### src/rtl/sramc_pkg.sv
package sramc_pkg;

  typedef enum logic [2:0] {
    ST_IDLE   = 3'd0,
    ST_RD_ACC = 3'd1,
    ST_RD_CAP = 3'd2,
    ST_WR_SET = 3'd3,
    ST_WR_PUL = 3'd4,
    ST_RECOV  = 3'd5
  } sramc_state_e;

  function automatic int unsigned ps_to_cyc(input int unsigned ps, input int unsigned clk_ps);
    return (ps + clk_ps - 1) / clk_ps;
  endfunction

  function automatic int unsigned imax(input int unsigned a, input int unsigned b);
    return (a > b) ? a : b;
  endfunction

  // read access: both address and output-enable access limits must pass
  function automatic int unsigned rd_access_cyc(input bit fast, input int unsigned clk_ps);
    int unsigned t_addr, t_oe;
    t_addr = fast ? 35000 : 55000;
    t_oe   = fast ? 15000 : 25000;
    return imax(1, imax(ps_to_cyc(t_addr, clk_ps), ps_to_cyc(t_oe, clk_ps)));
  endfunction

  // time the RAM may keep driving after output enable rises
  function automatic int unsigned rd_recover_cyc(input bit fast, input int unsigned clk_ps);
    return imax(1, ps_to_cyc(fast ? 12000 : 15000, clk_ps));
  endfunction

  function automatic int unsigned wr_pulse_cyc(input bit fast, input int unsigned clk_ps);
    int unsigned t_wp, t_ds;
    t_wp = fast ? 20000 : 35000;
    t_ds = fast ? 15000 : 25000;
    return imax(1, imax(ps_to_cyc(t_wp, clk_ps), ps_to_cyc(t_ds, clk_ps)));
  endfunction

  // remainder of the write cycle after one setup cycle and the pulse
  function automatic int unsigned wr_recover_cyc(input bit fast, input int unsigned clk_ps);
    int unsigned t_wc, wp;
    t_wc = ps_to_cyc(fast ? 35000 : 55000, clk_ps);
    wp   = wr_pulse_cyc(fast, clk_ps);
    return (t_wc > wp + 2) ? (t_wc - 1 - wp) : 1;
  endfunction

endpackage

### src/rtl/sramc_timer.sv
module sramc_timer #(
  parameter int CW = 4
) (
  input  logic          clk,
  input  logic          rst_n,
  input  logic          load,
  input  logic [CW-1:0] load_val,
  output logic          expired
);
  logic [CW-1:0] cnt_q;

  always_ff @(posedge clk or negedge rst_n) begin
    if (!rst_n)              cnt_q <= '0;
    else if (load)           cnt_q <= load_val;
    else if (cnt_q != '0)    cnt_q <= cnt_q - 1'b1;
  end

  assign expired = (cnt_q == '0);

  p_timer_counts_down_r10: assert property (@(posedge clk) disable iff (!rst_n)
    (!load && cnt_q != '0) |=> (cnt_q == $past(cnt_q) - 1'b1));
endmodule

### src/rtl/sramc_fsm.sv
module sramc_fsm
  import sramc_pkg::*;
#(
  parameter int CW     = 4,
  parameter int RD_LEN = 5,
  parameter int RR_LEN = 2,
  parameter int WP_LEN = 3,
  parameter int WR_LEN = 1
) (
  input  logic          clk,
  input  logic          rst_n,
  input  logic          req_valid,
  input  logic          req_write,
  input  logic          tmr_expired,
  output sramc_state_e  state,
  output logic          accept,
  output logic          capture,
  output logic          wr_guard,
  output logic          tmr_load,
  output logic [CW-1:0] tmr_val
);
  localparam logic [CW-1:0] LD_RD  = CW'(RD_LEN - 1);
  localparam logic [CW-1:0] LD_RR  = CW'(RR_LEN - 1);
  localparam logic [CW-1:0] LD_WP  = CW'(WP_LEN - 1);
  localparam logic [CW-1:0] LD_WR  = CW'(WR_LEN - 1);

  sramc_state_e state_q, state_d;
  logic         guard_q;

  always_comb begin
    state_d  = state_q;
    tmr_load = 1'b0;
    tmr_val  = '0;
    accept   = 1'b0;
    capture  = 1'b0;
    unique case (state_q)
      ST_IDLE: if (req_valid) begin
        accept   = 1'b1;
        tmr_load = 1'b1;
        state_d  = req_write ? ST_WR_SET : ST_RD_ACC;
        tmr_val  = req_write ? '0 : LD_RD;
      end
      ST_RD_ACC: if (tmr_expired) state_d = ST_RD_CAP;
      ST_RD_CAP: begin
        capture  = 1'b1;
        tmr_load = 1'b1;
        tmr_val  = LD_RR;
        state_d  = ST_RECOV;
      end
      ST_WR_SET: if (tmr_expired) begin
        tmr_load = 1'b1;
        tmr_val  = LD_WP;
        state_d  = ST_WR_PUL;
      end
      ST_WR_PUL: if (tmr_expired) begin
        tmr_load = 1'b1;
        tmr_val  = LD_WR;
        state_d  = ST_RECOV;
      end
      ST_RECOV: if (tmr_expired) state_d = ST_IDLE;
      default: state_d = ST_IDLE;
    endcase
  end

  always_ff @(posedge clk or negedge rst_n) begin
    if (!rst_n) begin
      state_q <= ST_IDLE;
      guard_q <= 1'b0;
    end else begin
      state_q <= state_d;
      guard_q <= (state_q == ST_WR_PUL) && (state_d == ST_RECOV);
    end
  end

  assign state    = state_q;
  assign wr_guard = guard_q;

  p_guard_in_recover_r8: assert property (@(posedge clk) disable iff (!rst_n)
    guard_q |-> (state_q == ST_RECOV));
  p_guard_single_r8: assert property (@(posedge clk) disable iff (!rst_n)
    guard_q |=> !guard_q);
endmodule

### src/rtl/sramc_io.sv
module sramc_io
  import sramc_pkg::*;
#(
  parameter int AW = 17,
  parameter int DW = 8
) (
  input  logic          clk,
  input  logic          rst_n,
  input  sramc_state_e  state,
  input  logic          accept,
  input  logic          capture,
  input  logic          wr_guard,
  input  logic [AW-1:0] req_addr,
  input  logic [DW-1:0] req_wdata,
  input  logic [DW-1:0] ram_dq_in,
  output logic [AW-1:0] ram_addr,
  output logic          ram_sel_n,
  output logic          ram_sel,
  output logic          ram_wr_n,
  output logic          ram_rd_n,
  output logic [DW-1:0] ram_dq_out,
  output logic          ram_dq_oe,
  output logic          rd_valid,
  output logic [DW-1:0] rd_data
);
  logic [AW-1:0] addr_q;
  logic [DW-1:0] wdata_q, rdata_q;
  logic          rvalid_q;
  logic          selected, reading, pulsing;

  always_ff @(posedge clk or negedge rst_n) begin
    if (!rst_n) begin
      addr_q   <= '0;
      wdata_q  <= '0;
      rdata_q  <= '0;
      rvalid_q <= 1'b0;
    end else begin
      if (accept) begin
        addr_q  <= req_addr;
        wdata_q <= req_wdata;
      end
      if (capture) rdata_q <= ram_dq_in;
      rvalid_q <= capture;
    end
  end

  assign selected = (state == ST_RD_ACC) || (state == ST_RD_CAP) ||
                    (state == ST_WR_SET) || (state == ST_WR_PUL);
  assign reading  = (state == ST_RD_ACC) || (state == ST_RD_CAP);
  assign pulsing  = (state == ST_WR_PUL);

  assign ram_addr   = addr_q;
  assign ram_sel_n  = !selected;
  assign ram_sel    = selected;
  assign ram_wr_n   = !pulsing;
  assign ram_rd_n   = !reading;
  assign ram_dq_out = wdata_q;
  assign ram_dq_oe  = pulsing || wr_guard;
  assign rd_valid   = rvalid_q;
  assign rd_data    = rdata_q;

  p_rdv_single_r4: assert property (@(posedge clk) disable iff (!rst_n)
    rd_valid |=> !rd_valid);
  p_no_fight_r9: assert property (@(posedge clk) disable iff (!rst_n)
    !(ram_dq_oe && !ram_rd_n));
  p_strobe_excl_r9: assert property (@(posedge clk) disable iff (!rst_n)
    !(!ram_wr_n && !ram_rd_n));
  p_addr_hold_r2: assert property (@(posedge clk) disable iff (!rst_n)
    (!ram_sel_n && $past(!ram_sel_n)) |-> $stable(ram_addr));
  p_data_hold_r8: assert property (@(posedge clk) disable iff (!rst_n)
    (ram_dq_oe && $past(ram_dq_oe)) |-> $stable(ram_dq_out));
endmodule

### src/rtl/sram_async_ctrl.sv
module sram_async_ctrl
  import sramc_pkg::*;
#(
  parameter int AW     = 17,
  parameter int DW     = 8,
  parameter int CLK_PS = 8000,
  parameter bit FAST   = 1'b1
) (
  input  logic          clk,
  input  logic          rst_n,
  input  logic          req_valid,
  output logic          req_ready,
  input  logic          req_write,
  input  logic [AW-1:0] req_addr,
  input  logic [DW-1:0] req_wdata,
  output logic          rd_valid,
  output logic [DW-1:0] rd_data,
  output logic [AW-1:0] ram_addr,
  output logic          ram_sel_n,
  output logic          ram_sel,
  output logic          ram_wr_n,
  output logic          ram_rd_n,
  output logic [DW-1:0] ram_dq_out,
  output logic          ram_dq_oe,
  input  logic [DW-1:0] ram_dq_in
);
  localparam int RD_LEN = int'(rd_access_cyc(FAST, CLK_PS));
  localparam int RR_LEN = int'(rd_recover_cyc(FAST, CLK_PS));
  localparam int WP_LEN = int'(wr_pulse_cyc(FAST, CLK_PS));
  localparam int WR_LEN = int'(wr_recover_cyc(FAST, CLK_PS));
  localparam int MAXLEN = int'(imax(imax(RD_LEN, RR_LEN), imax(WP_LEN, WR_LEN)));
  localparam int CW     = $clog2(MAXLEN + 1);

  sramc_state_e  state;
  logic          accept, capture, wr_guard, tmr_load, tmr_expired;
  logic [CW-1:0] tmr_val;

  sramc_timer #(.CW(CW)) u_timer (
    .clk(clk), .rst_n(rst_n), .load(tmr_load), .load_val(tmr_val), .expired(tmr_expired)
  );

  sramc_fsm #(
    .CW(CW), .RD_LEN(RD_LEN), .RR_LEN(RR_LEN), .WP_LEN(WP_LEN), .WR_LEN(WR_LEN)
  ) u_fsm (
    .clk(clk), .rst_n(rst_n), .req_valid(req_valid), .req_write(req_write),
    .tmr_expired(tmr_expired), .state(state), .accept(accept), .capture(capture),
    .wr_guard(wr_guard), .tmr_load(tmr_load), .tmr_val(tmr_val)
  );

  sramc_io #(.AW(AW), .DW(DW)) u_io (
    .clk(clk), .rst_n(rst_n), .state(state), .accept(accept), .capture(capture),
    .wr_guard(wr_guard), .req_addr(req_addr), .req_wdata(req_wdata),
    .ram_dq_in(ram_dq_in), .ram_addr(ram_addr), .ram_sel_n(ram_sel_n),
    .ram_sel(ram_sel), .ram_wr_n(ram_wr_n), .ram_rd_n(ram_rd_n),
    .ram_dq_out(ram_dq_out), .ram_dq_oe(ram_dq_oe), .rd_valid(rd_valid),
    .rd_data(rd_data)
  );

  assign req_ready = (state == ST_IDLE);

  // run length of the write strobe, for the width check below
  int unsigned we_run_q;
  always_ff @(posedge clk or negedge rst_n) begin
    if (!rst_n)         we_run_q <= 0;
    else if (!ram_wr_n) we_run_q <= we_run_q + 1;
    else                we_run_q <= 0;
  end

  p_idle_parked_r1: assert property (@(posedge clk) disable iff (!rst_n)
    req_ready |-> (ram_sel_n && !ram_sel && ram_wr_n && ram_rd_n && !ram_dq_oe));
  p_enables_paired_r1: assert property (@(posedge clk) disable iff (!rst_n)
    ram_sel_n != ram_sel);
  p_we_width_r7: assert property (@(posedge clk) disable iff (!rst_n)
    (!$past(ram_wr_n) && ram_wr_n) |-> (we_run_q >= WP_LEN));
  p_setup_before_we_r6: assert property (@(posedge clk) disable iff (!rst_n)
    $fell(ram_wr_n) |-> $past(!ram_sel_n));
endmodule

### config.mk
export PLATFORM = sky130hd
export DESIGN_NAME = sram_async_ctrl
export DESIGN_NICKNAME = d
export VERILOG_FILES = /design/src/rtl/sramc_pkg.sv /design/src/rtl/sramc_timer.sv /design/src/rtl/sramc_fsm.sv /design/src/rtl/sramc_io.sv /design/src/rtl/sram_async_ctrl.sv
export SDC_FILE = /design/constraint.sdc
export NUM_CORES = 1
export LEC_CHECK = 0
export ABC_CLOCK_PERIOD_IN_PS = 1950
export BUFFER_PORTS_ARGS = -buffer_cell sky130_fd_sc_hd__buf_2
export CAP_MARGIN = 20
export CELL_PAD_IN_SITES_DETAIL_PLACEMENT = 0
export CELL_PAD_IN_SITES_GLOBAL_PLACEMENT = 2
export CORE_ASPECT_RATIO = 0.8
export CORE_MARGIN = 4
export CORE_UTILIZATION = 30
export DETAILED_ROUTE_END_ITERATION = 8
export GPL_TIMING_DRIVEN = 0
export PLACE_DENSITY = 0.77
export SYNTH_ARGS = -nofsm -noshare
export SYNTH_HDL_FRONTEND = slang
export SYNTH_SLANG_ARGS = --single-unit
export TNS_END_PERCENT = 100
### constraint.sdc
create_clock -name clk -period 1.95 [get_ports clk]
set_input_delay 0.0975 -clock clk [delete_from_list [all_inputs] [get_ports clk]]
set_output_delay 0.0975 -clock clk [all_outputs]
set_load 0.01 [all_outputs]
==> impl_results.md <==
* Slowest stage cell on the critical path: dfrtp_1
* R2R setup slack at 0.22 ns
* Hold-critical path depth at 2
* Buffer depth of the longest clock path at 2
* Vias post-DR at 1296
* DP Worst Slack at 0.217 ns
* Maximum number of pins on one net before global-route repair at 42
* Final setup margin at 0.223 ns
* Clock skew after layout at 0.00307 ns
* Final standard cell count with taps included and fillers excluded at 297
* Setup_tns at 0 ns
* Endpoint of the worst hold path: u_timer.cnt_q[2]$_DFFE_PN0P_
* Wire length of the first global-routing pass at 6580 microns
* Critical Path, Cell by Cell: inv_1, ha_1, ha_1, clkbuf_1, and3_1, o21ai_0, o311ai_0
* Post-Route WL at 4070 microns
* DR vias/cell at 4.36
* Fraction of the yosys area taken by sequential cells at 55.4%
* Horizontal extent of the die at 95.8 microns
* Length of the first detailed-routing pass in iterations at 4
* Worst ir drop on vdd at 489 uV
* Data arrival time of the worst path at 1.88 ns
* Setup repair after global routing missed its margin: false
* Post-synthesis register bit count at 41
* Share of the clock period used by the worst path at 88.5%
* Number of global-route vias before repair at 1292
* Category of the worst setup path capture point: flop
* Number of nets produced by synthesis at 170
* Final-report setup violation count at 0
* Worst Setup Start Kind: flop
* Initial standard-cell utilization of the core at 31.2%
* Hold path startpoint: req_write
* CTS Buf Count at 5
* CTS H-Tree Depth at 2
* Most instantiated library cell after synthesis: dfrtp_1
* Post-synth top flop: dfrtp_1
* Worst r2r src: u_timer.cnt_q[0]$_DFFE_PN0P_
* Pwr/cell area at 1680 mW/mm^2
* FP Rows at 25
* Gate Count Post-Synth at 131
* Initial antenna violation count at 0
* Post-layout net count at 254
* Final design utilization at 41.1%
* Gp weighted congestion at 0.701
* Placed insts at 288
* Max-cap violations at 0
* YS warnings at 0
* Number of distinct standard cells referenced by the synthesized netlist at 34
* Detailed-placement wirelength estimate at 3010 microns
* Area of the multi-input gates at 737 sq um
* Top cells by instance count after synthesis: dfrtp_1, mux2_4, mux2_2, inv_1, nand2_1
* Chip height at 78.3 microns
* Die area at 0.00750 sq mm
* Post-route minimum period at 1.73 ns
* Number of cells upsized or downsized after cts at 0
* Core Area at 0.00594 sq mm
* Worst skew pair latency at 0.29 ns
* Share of post-route cells with drive strength above 1 at 58.3%
* Final hold violations at 0
* Transition time of the tightest slew-check pin at 0.943 ns
* Overall global routing resource usage at 11.4%
* Share of synthesized area spent on multiplexers at 24.7%
* Overflow left after global routing at 0
* Maximum frequency from static timing analysis at 0.579 GHz
* Post-synthesis share of cell area spent on xor and xnor gates at 0.946%
* Post-synthesis share of cell area spent on full adders, half adders and majority gates at 1.35%
* Number of violations reported at the end of detailed-routing iteration 0 at 26
* Delay of the slowest cell on the worst path at 0.40 ns
* Yosys top cell area share at 55.4%
* Root buf cell: clkbuf_8
* Slew headroom at 37.1%
* CTS tree: yes
* Max Transition Viols Final at 0
* Ant. Diodes at 0
* Worst Reg-to-Reg Cells at 7
* Cells taking the most area after synthesis: dfrtp_1, mux2_4, mux2_2
* Remaining design rule violation count at 0
* Leakage at 0.00121 uW
* Number of clock sinks at 41
* Compound-gate portion of the synthesized area at 5.20%
* I/O Pins at 77
* Routed length per placed instance at 13.7 microns
* Area growth from synthesis to layout at 31.8%
* Reg-to-reg endpoint: u_timer.cnt_q[0]$_DFFE_PN0P_
* Number of flops mapped to enable cells by yosys at 0
* Worst path most repeated cell: ha_1
* Post-synthesis instance area at 0.00185 sq mm
* Cell taking the most area after synthesis: dfrtp_1
* Endpoint required time on the critical path at 2.10 ns
* Status: complete, no violations
* CTS clock-pin slew for the worst setup and hold paths at 0.08 ns
* Antenna-violating nets left at 0
* Combined flip-flop and latch cell area at 0.00103 sq mm
* Quantity of I/O buffers inserted on ports at 76
* Mapped Avg Cell Area at 14.1 sq um
* Type of the worst min-delay path: in -> reg
* Main combinational cell family by area after synthesis: multiplexers
* Number of fillers in the final layout at 575
* Simple logic cell fraction of the synthesized area at 7.57%
* Share of synthesized registers carrying an async set or reset at 100%
* WS Path Type: reg -> reg
* Crit Path Max Fanout at 10
critical path, delay by kind of cell (launching register included):
kind            cells  cell delay (ns)
compound gates      2             0.26
fa+ha+maj           2             0.43
buf+inv             2             0.29
flops               1             0.40
simple gates        1             0.22
state kept, by name, summed over array words and instances (netlist names):
name and cells:
u_fsm.wr_guard 1, u_io.rd_valid 1, u_io.rd_data 8, u_fsm.state 3
u_io.ram_addr 17, u_timer.cnt_q 3, u_io.ram_dq_out 8
logic make-up (layout without fill, tap and decap cells):
| family | after synthesis | after routing |
|---|---|---|
| flip-flops | 41 | 41 |
| multiplexers | 34 | 34 |
| AND/OR/NAND/NOR | 23 | 23 |
| buffers and inverters | 15 | 100 |
| AO/OA/AOI/OAI | 14 | 14 |
| adder cells (fa/ha/maj) | 2 | 2 |
| XOR/XNOR | 2 | 2 |
power breakdown:
part | leakage [uW] | internal, uW | total, uW | switching (uW)
sequential | 0.000491 | 1270 | 1500 | 224
clock | 0.0000512 | 287 | 584 | 297
combinational | 0.000667 | 1070 | 2010 | 937
total | 0.00121 | 2630 | 4090 | 1460
per-layer routing:
metal	track usage, %	vias to the layer above	wire length (microns)
li1	-	629	-
met5	0	-	0
met3	4.79	5	360
met2	16.3	50	1750
met4	2.98	0	51
met1	15.8	612	1910
timing repair:
| action | 4_1_cts | 5_1_grt |
|---|---|---|
| endpoints found under the setup margin | 0 | 0 |
| setup buffers | 0 | 0 |
| hold buffers | 1 | 0 |
| hold endpoints to repair | 41 | 0 |
final cells by class:
type                       instances  area share [%]
sequential                        41            42.1
multi-input combinational         75            30.2
timing repair buffer              77            16.0
tap                               81            4.15
clock buffer                       6            3.38
buffer                             8            2.56
inverter                           7            1.08
clock inverter                     2           0.564
cell usage in the layout, fill, tap and decap left out, types with 2 or more instances in the layout:
master,synthesis,final
o22ai_1,2,2
nand2_1,6,6
clkbuf_1,2,2
inv_1,7,7
a21oi_1,3,3
mux2_2,14,14
o21ai_0,3,3
buf_2,2,78
mux2_4,20,20
ha_1,2,2
buf_8,2,2
clkbuf_8,0,6
nor2_1,5,5
a221oi_1,2,2
dfrtp_1,41,41
worst max path at each step:
| stage | start | end | slack [ns] | cells past startpoint |
|---|---|---|---|---|
| 2_1_floorplan | u_fsm.state[2]$_DFF_PN0_ | u_io.ram_addr[0]$_DFFE_PN0P_ | 0.36 | 6 |
| 3_3_place_gp | u_timer.cnt_q[0]$_DFFE_PN0P_ | u_timer.cnt_q[0]$_DFFE_PN0P_ | 0.21 | 7 |
| 3_5_place_dp | u_timer.cnt_q[0]$_DFFE_PN0P_ | u_timer.cnt_q[0]$_DFFE_PN0P_ | 0.22 | 7 |
| 4_1_cts | u_timer.cnt_q[0]$_DFFE_PN0P_ | u_timer.cnt_q[0]$_DFFE_PN0P_ | 0.21 | 7 |
| 5_1_grt | u_fsm.state[1]$_DFF_PN0_ | ram_sel_n | 0.05 | 5 |
| 6_report | u_timer.cnt_q[0]$_DFFE_PN0P_ | u_timer.cnt_q[0]$_DFFE_PN0P_ | 0.22 | 7 |
stage by stage:
| step | area (sq um) | hold WS [ns] | total power, uW |
|---|---|---|---|
| 3_3_place_gp | 2330 | 0.304 | 3520 |
| 5_1_grt | 2440 | 0.00787 | 4440 |
| 4_1_cts | 2440 | 0.00131 | 4160 |
| 3_5_place_dp | 2330 | 0.297 | 3550 |
| 6_report | 2440 | 0.0161 | 4090 |
| 2_1_floorplan | 1850 | -0.198 | 2850 |
(Power assumes the default switching activity.)
